### src/rtl/sched_pkg.sv
package sched_pkg;

  typedef enum logic [1:0] {
    CH_IDLE = 2'd0,
    CH_SYNC = 2'd1,
    CH_RUN  = 2'd2
  } ch_state_e;

  localparam int PRE_W  = 8;
  localparam int DSEL_W = 2;

  // ticks in an unstretched frame for a given ratio select
  function automatic int unsigned frame_ticks(input int unsigned base_log2,
                                              input logic [DSEL_W-1:0] sel);
    return 32'd1 << (base_log2 + {30'd0, sel});
  endfunction

endpackage

### src/rtl/sched_preload.sv
module sched_preload
  import sched_pkg::*;
(
  input  logic             clk,
  input  logic             rst_n,
  input  logic             we_i,
  input  logic [PRE_W-1:0] data_i,
  input  logic             begin_i,
  input  logic             end_i,
  output logic [PRE_W-1:0] pre_o,
  output logic             pend_o,
  output logic             err_o
);

  logic [PRE_W-1:0] pre_q, pre_d;
  logic             pend_q, pend_d;
  logic             arm_q, arm_d;
  logic             err_q, err_d;

  always_comb begin
    pre_d  = we_i ? data_i : pre_q;
    // a write landing on a frame-begin edge targets the frame after it
    pend_d = we_i | (pend_q & ~begin_i);
    if (begin_i)    arm_d = pend_q;
    else if (end_i) arm_d = 1'b0;
    else            arm_d = arm_q;
    err_d  = err_q | (we_i & (pend_q | arm_q));
  end

  always_ff @(posedge clk or negedge rst_n) begin
    if (!rst_n) begin
      pre_q  <= '0;
      pend_q <= 1'b0;
      arm_q  <= 1'b0;
      err_q  <= 1'b0;
    end else begin
      pre_q  <= pre_d;
      pend_q <= pend_d;
      arm_q  <= arm_d;
      err_q  <= err_d;
    end
  end

  assign pre_o  = pre_q;
  assign pend_o = pend_q;
  assign err_o  = err_q;

  assert_err_sticky_R9: assert property (@(posedge clk) disable iff (!rst_n)
    err_o |=> err_o);
  assert_misuse_flagged_R9: assert property (@(posedge clk) disable iff (!rst_n)
    (we_i && (pend_o || arm_q)) |=> err_o);
  assert_pend_consumed_R5: assert property (@(posedge clk) disable iff (!rst_n)
    (begin_i && !we_i) |=> !pend_o);

endmodule

### src/rtl/sched_frame_timer.sv
module sched_frame_timer
  import sched_pkg::*;
#(
  parameter int unsigned BASE_LOG2 = 5,
  parameter bit          IS_MASTER = 1'b0
) (
  input  logic              clk,
  input  logic              rst_n,
  input  logic              tick_i,
  input  logic              on_i,
  input  logic              cont_i,
  input  logic              grouped_i,
  input  logic              start_i,
  input  logic              m_entry_i,
  input  logic              m_begin_i,
  input  logic [DSEL_W-1:0] dsel_i,
  input  logic [PRE_W-1:0]  pre_i,
  input  logic              pend_i,
  output logic              entry_o,
  output logic              begin_o,
  output logic              end_o,
  output logic              done_o,
  output logic              busy_o
);

  localparam int unsigned MAX_T = (32'd1 << (BASE_LOG2 + 3)) + 32'd255;
  localparam int          CW    = $clog2(MAX_T);

  ch_state_e        st_q, st_d;
  logic [CW-1:0]    cnt_q, cnt_d;
  logic [CW-1:0]    lim_q, lim_d;
  logic             done_q, done_d;
  logic             slave, entry, end_ev, begin_ev;
  logic [PRE_W-1:0] ext;

  assign slave = IS_MASTER ? 1'b0 : grouped_i;

  always_comb begin
    end_ev = (st_q == CH_RUN) && on_i && tick_i && (cnt_q == lim_q);
    if (slave)
      entry = on_i && (((st_q == CH_IDLE) && (m_entry_i || (start_i && m_begin_i))) ||
                       ((st_q == CH_SYNC) && m_begin_i));
    else
      entry = on_i && (st_q == CH_IDLE) && start_i;
    begin_ev = entry | (end_ev & cont_i);
    ext      = (entry | pend_i) ? pre_i : '0;

    if (!on_i)                                         st_d = CH_IDLE;
    else if (entry)                                    st_d = CH_RUN;
    else if (end_ev && !cont_i)                        st_d = CH_IDLE;
    else if (slave && (st_q == CH_IDLE) && start_i)    st_d = CH_SYNC;
    else                                               st_d = st_q;

    cnt_d = cnt_q;
    if (begin_ev)                          cnt_d = '0;
    else if ((st_q == CH_RUN) && tick_i)   cnt_d = cnt_q + 1'b1;

    lim_d = lim_q;
    if (begin_ev)
      lim_d = CW'(frame_ticks(BASE_LOG2, dsel_i) + {24'd0, ext} - 32'd1);

    done_d = end_ev;
  end

  always_ff @(posedge clk or negedge rst_n) begin
    if (!rst_n) begin
      st_q   <= CH_IDLE;
      cnt_q  <= '0;
      lim_q  <= '0;
      done_q <= 1'b0;
    end else begin
      st_q   <= st_d;
      cnt_q  <= cnt_d;
      lim_q  <= lim_d;
      done_q <= done_d;
    end
  end

  assign entry_o = entry;
  assign begin_o = begin_ev;
  assign end_o   = end_ev;
  assign done_o  = done_q;
  assign busy_o  = (st_q != CH_IDLE);

  assert_single_pulse_R2: assert property (@(posedge clk) disable iff (!rst_n)
    done_o |=> !done_o);
  assert_cnt_bound_R2: assert property (@(posedge clk) disable iff (!rst_n)
    (st_q == CH_RUN) |-> (cnt_q <= lim_q));
  assert_single_stop_R6: assert property (@(posedge clk) disable iff (!rst_n)
    (end_ev && !cont_i) |=> !busy_o);
  assert_off_stops_R10: assert property (@(posedge clk) disable iff (!rst_n)
    !on_i |=> (!busy_o && !done_o));
  assert_tick_gate_R11: assert property (@(posedge clk) disable iff (!rst_n)
    (!tick_i && !begin_ev) |=> $stable(cnt_q));

endmodule

### src/rtl/sched_group.sv
module sched_group
  import sched_pkg::*;
#(
  parameter int unsigned NCH       = 4,
  parameter int unsigned BASE_LOG2 = 5,
  localparam int         SELW      = (NCH > 1) ? $clog2(NCH) : 1
) (
  input  logic                  clk,
  input  logic                  rst_n,
  input  logic                  mod_tick,
  input  logic [NCH-1:0]        ch_on,
  input  logic [NCH-1:0]        ch_cont,
  input  logic [NCH-1:0]        ch_grouped,
  input  logic [NCH-1:0]        ch_start,
  input  logic [DSEL_W*NCH-1:0] ch_dsel,
  input  logic                  pre_we,
  input  logic [SELW-1:0]       pre_sel,
  input  logic [PRE_W-1:0]      pre_data,
  output logic [NCH-1:0]        frame_done,
  output logic [NCH-1:0]        ch_busy,
  output logic [NCH-1:0]        pre_err
);

  logic [1:0] rs_q;
  logic       rst_core;
  logic       m_entry, m_begin;

  always_ff @(posedge clk or negedge rst_n) begin
    if (!rst_n) rs_q <= 2'b00;
    else        rs_q <= {rs_q[0], 1'b1};
  end
  assign rst_core = rs_q[1];

  for (genvar i = 0; i < NCH; i++) begin : g_ch
    logic             we_l, entry_l, begin_l, end_l, pend_l;
    logic [PRE_W-1:0] pre_l;

    assign we_l = pre_we && (pre_sel == SELW'(i));

    sched_preload u_pre (
      .clk     (clk),
      .rst_n   (rst_core),
      .we_i    (we_l),
      .data_i  (pre_data),
      .begin_i (begin_l),
      .end_i   (end_l),
      .pre_o   (pre_l),
      .pend_o  (pend_l),
      .err_o   (pre_err[i])
    );

    if (i == 0) begin : g_master
      assign m_entry = entry_l;
      assign m_begin = begin_l;
      sched_frame_timer #(.BASE_LOG2(BASE_LOG2), .IS_MASTER(1'b1)) u_tmr (
        .clk (clk), .rst_n (rst_core), .tick_i (mod_tick),
        .on_i (ch_on[i]), .cont_i (ch_cont[i]), .grouped_i (ch_grouped[i]),
        .start_i (ch_start[i]), .m_entry_i (1'b0), .m_begin_i (1'b0),
        .dsel_i (ch_dsel[DSEL_W*i +: DSEL_W]), .pre_i (pre_l), .pend_i (pend_l),
        .entry_o (entry_l), .begin_o (begin_l), .end_o (end_l),
        .done_o (frame_done[i]), .busy_o (ch_busy[i])
      );
    end else begin : g_follow
      sched_frame_timer #(.BASE_LOG2(BASE_LOG2), .IS_MASTER(1'b0)) u_tmr (
        .clk (clk), .rst_n (rst_core), .tick_i (mod_tick),
        .on_i (ch_on[i]), .cont_i (ch_cont[i]), .grouped_i (ch_grouped[i]),
        .start_i (ch_start[i]), .m_entry_i (m_entry), .m_begin_i (m_begin),
        .dsel_i (ch_dsel[DSEL_W*i +: DSEL_W]), .pre_i (pre_l), .pend_i (pend_l),
        .entry_o (entry_l), .begin_o (begin_l), .end_o (end_l),
        .done_o (frame_done[i]), .busy_o (ch_busy[i])
      );
      // a grouped follower only leaves idle or waiting at a master frame boundary
      assert_follow_aligned_R8: assert property (@(posedge clk) disable iff (!rst_core)
        (ch_grouped[i] && entry_l) |-> m_begin);
    end
  end

endmodule

### config.mk
export PLATFORM = sky130hd
export DESIGN_NAME = sched_group
export DESIGN_NICKNAME = d
export VERILOG_FILES = /design/src/rtl/sched_pkg.sv /design/src/rtl/sched_preload.sv /design/src/rtl/sched_frame_timer.sv /design/src/rtl/sched_group.sv
export SDC_FILE = /design/constraint.sdc
export NUM_CORES = 1
export LEC_CHECK = 0
export ABC_CLOCK_PERIOD_IN_PS = 4660
export CAP_MARGIN = 10
export CORE_MARGIN = 2
export CORE_UTILIZATION = 40
export CTS_BUF_LIST = sky130_fd_sc_hd__clkbuf_16
export CTS_CLUSTER_SIZE = 30
export DETAILED_ROUTE_END_ITERATION = 10
export GPL_TIMING_DRIVEN = 0
export PLACE_DENSITY = 0.65
export SYNTH_ARGS = -nofsm -noshare
export SYNTH_HDL_FRONTEND = slang
export SYNTH_SLANG_ARGS = --single-unit
### constraint.sdc
create_clock -name clk -period 4.66 [get_ports clk]
set_input_delay 0.699 -clock clk [delete_from_list [all_inputs] [get_ports clk]]
set_output_delay 0.699 -clock clk [all_outputs]
set_load 0.05 [all_outputs]
==> results of run 1 <==
## cell usage after synthesis (2+ instances only)
master,n
nand3_1,16
nor3_1,6
a32o_1,3
nand2_2,2
nand2_1,61
a21o_1,7
nand4_1,21
buf_4,14
o21a_1,8
inv_1,77
a211oi_1,6
xor2_1,39
and3b_1,3
nand3b_1,3
o2111ai_4,2
o21ai_0,23
a21boi_0,2
or3_1,2
o31ai_1,5
clkbuf_1,8
and4_1,3
dfrtp_1,129
and2_1,2
nand2b_1,13
ha_1,64
nor4_1,3
nor2_1,69
and3_1,7
a21oi_1,20
mux2_2,47
a31o_2,3
xnor2_1,48
fa_1,4
nor2b_1,3
mux2i_1,8
o21bai_1,5
mux2_4,8
or2_2,8
buf_2,5
## layout make-up
| type | count | area share |
|---|---|---|
| Buffer | 26 | 0.0177 |
| Clock buffer | 17 | 0.0460 |
| Clock inverter | 14 | 0.0135 |
| Inverter | 77 | 0.0312 |
| Multi-Input combinational cell | 553 | 0.449 |
| Sequential cell | 129 | 0.349 |
| Tap cell | 260 | 0.0352 |
| Timing Repair Buffer | 50 | 0.0579 |
## final timing paths
| kind | end | depth (start not counted) | slack (ps) |
|---|---|---|---|
| max in group asynchronous | g_ch[2].g_follow.u_tmr.st_q[0] | 2 | 3520 |
| hold / removal | g_ch[1].u_pre.pre_o[6] | 0 | 240 |
| min in group clk | rs_q[1] | 0 | 360 |
| setup / recovery | g_ch[3].g_follow.u_tmr.lim_q[7] | 17 | 330 |
| setup reg to reg | g_ch[3].g_follow.u_tmr.lim_q[7] | 16 | 550 |
| hold reg to reg | g_ch[1].u_pre.pre_o[6] | 0 | 240 |
## metrics by stage
| stage | utilization | setup TNS [ps] |
|---|---|---|
| after floorplan | - | 0 |
| after global placement | 0.458 | -102360 |
| after detailed placement | 0.461 | -2980 |
| after CTS | 0.490 | 0 |
| after global routing | 0.490 | 0 |
| final | 0.490 | 0 |
## per-layer routing
layer,vias up,share of wire
li1,2735,-
met1,2608,0.52
met2,56,0.44
met3,9,0.029
met4,0,0.0083
met5,-,0
## logic make-up after synthesis
logic type | after synthesis | synth area share
fa+ha+maj | 68 | 0.113
buf+inv | 105 | 0.0593
xor+xnor | 87 | 0.0981
compound gates | 87 | 0.0780
mux | 63 | 0.0939
other cells | 1 | 0.000483
flops | 129 | 0.416
simple gates | 227 | 0.141
## power breakdown
group	switching, W	internal (W)	leakage, nW
logic	0.000690	0.000765	2.42
clock network	0.000481	0.000771	0.276
registers	0.000244	0.00140	1.59
## flip-flops by register name (all words and copies together), names as in the netlist
register and cells:
g_ch.g_follow.u_tmr.cnt_q 27, g_ch.g_follow.u_tmr.done_o 3, g_ch.g_follow.u_tmr.lim_q 27, g_ch.g_follow.u_tmr.st_q 6
g_ch.g_master.u_tmr.cnt_q 9, g_ch.g_master.u_tmr.done_o 1, g_ch.g_master.u_tmr.lim_q 9, g_ch.g_master.u_tmr.st_q 1
g_ch.u_pre.arm_q 4, g_ch.u_pre.err_o 4, g_ch.u_pre.pend_o 4, g_ch.u_pre.pre_o 32
rs_q 2
## repair_timing
item / in CTS / in global routing
hold buffers: 0 / 0
endpoints found under the setup margin: 1 / 2
pin swaps: 0 / 0
buffers inserted: 0 / 0
resized for setup: 1 / 1
==> flow_summary_export.csv, run 1 <==
group,metric,value,unit
timing,postLayoutSetupSlackWorst,325,ps
worst_setup_path,crit_path_start,"ch_on[0]",
routing,ant_nets,0,
clock_tree,cts_sinks,129,
final_layout,mostFrequentLayoutCell,"dfrtp_1",
worst_setup_path,arrival,4640,ps
timing,hold_violations,0,
clock_tree,clk_latency,420,ps
clock_tree,clkSlewWorstSetupHoldPaths,60,ps
global_routing,grt_pass1_wl,25.6,mm
floorplanning,die_x,143,um
worst_setup_path,crit_chain,"clkdlybuf4s50_1 -> nand3_1 -> nor4bb_1 -> and4_4 -> o2111ai_2 -> nand2b_1 -> nand2_1 -> ha_1 -> inv_1 -> ha_1 -> fa_1 -> a21o_1 -> a21oi_1 -> o21bai_1 -> a21oi_1 -> xnor2_1 -> mux2_2",
worst_setup_path,cp-end-kind,"flip-flop",
place,hpwl,10.9,mm
final_layout,area_delta_synth_final,19.1,%
place,dp_slack,-540,ps
clock_tree,cts_tree,"yes",
timing,setup_viol,0,
routing,drt_pass1_iterations,4,
logic_synthesis,synth_top_area_share,0.416,
final_layout,stdcell_area,9250,um^2
logic_synthesis,synth_largest_area_cell,"dfrtp_1",
final_layout,drive_gt1_frac,0.142,
timing,min_period,4330,ps
place,globalplace.congestion,0.798,
worst_setup_path,crit_fanout,8,
timing,drv_slew,0,
timing,fin_skew,7.97,ps
logic_synthesis,syn_area,7770,um^2
routing,drt_drc_violations_left,0,
logic_synthesis,ys_seq_area_frac,0.416,
logic_synthesis,synthArstFlopShare,1.00,
routing,vias,5408,
worst_setup_path,slowest_stage,"clkdlybuf4s50_1",
power_and_ir_drop,finalPower,0.00435,W
place,placed_cells,1097,
final_layout,multiInputGateArea,4160,um^2
logic_synthesis,avgSynthCellArea,10.1,um^2
timing,max_slew_margin,0.614,
worst_setup_path,crit_required,4960,ps
floorplanning,start_util,0.411,
clock_tree,clock_path_buffers,2,
logic_synthesis,synth_area_leaders,"dfrtp_1 42%, ha_1 10%, mux2_2 6.8%, xnor2_1 5.4%, xor2_1 4.4%",
logic_synthesis,synth_enable_flop_cells,0,
final_layout,final_nets,960,
timing,rsz0062_at_grt,"no",
floorplanning,die-area,20600,um^2
floorplanning,ios,50,
worst_setup_path,slowest_delay,510,ps
routing,drt_iter0_drc,259,
worst_setup_path,worstSetupPathType,"in -> reg",
final_layout,final_cell_mix,"128 x dfrtp_1, 78 x inv_1, 69 x nor2_1",
global_routing,overflow,0,
logic_synthesis,synth_cells,767,
global_routing,grt_use_met2,0.241,
power_and_ir_drop,cellLeakagePower,4.29,nW
floorplanning,fp.dieH,143,um
global_routing,grt_usage,0.157,
worst_setup_path,r2r_start,"g_ch[0].g_master.u_tmr.lim_q[8]",
final_layout,fillers,1790,
clock_tree,cts_buffers,17,
final_layout,stdcell_count,1126,
place,port_buffers,48,
logic_synthesis,yosys_warnings,0,
routing,wl,14.8,mm
timing,fmax,231,MHz
global_routing,grt_max_degree,59,
power_and_ir_drop,ir_drop,0.242,mV
outcome,status,"completed",
clock_tree,cts_root_buffer,"clkbuf_16",
logic_synthesis,synth-main-ff-cell,"dfrtp_1",
worst_hold_path,min_path_type,"reg -> async",
global_routing,antenna_found_initial,0,
timing,tightest_slew,571,ps
final_layout,n_antenna_cell,0,
routing,viasPerCell,4.80,
global_routing,grt_use_met3,0.0437,
global_routing,top_usage_layer,"met2",
worst_setup_path,start_kind,"input pin",
flow_run,cap_violations,0,
power_and_ir_drop,power.density,470,nW/um^2
global_routing,use_met1,0.222,
clock_tree,htree_levels,4,
floorplanning,coreArea,18900,um^2
final_layout,seq_area,3230,um^2
timing,hold_ws,244,ps
worst_setup_path,crit_buf_inv,2,
timing,finalCritPeriodShare,0.930,
logic_synthesis,synth-seq-cells,129,
routing,routedWlPerCell,13.1,um
global_routing,grt_pass1_vias,5334,
worst_setup_path,cpLargestDelayFamily,"simple AND/OR/NAND/NOR gates",
floorplanning,row_count,50,
logic_synthesis,synth_cell_type_count,49,
place,dpl_cell_area,8710,um^2
Power figures use the tool's default switching activity.
==> inputs of run 2 (changes only) <==
SKIP_LAST_GASP = 1   (was not set)
==> results of run 2 <==
The final DEF is identical to that of run 1; final timing and power are the same.
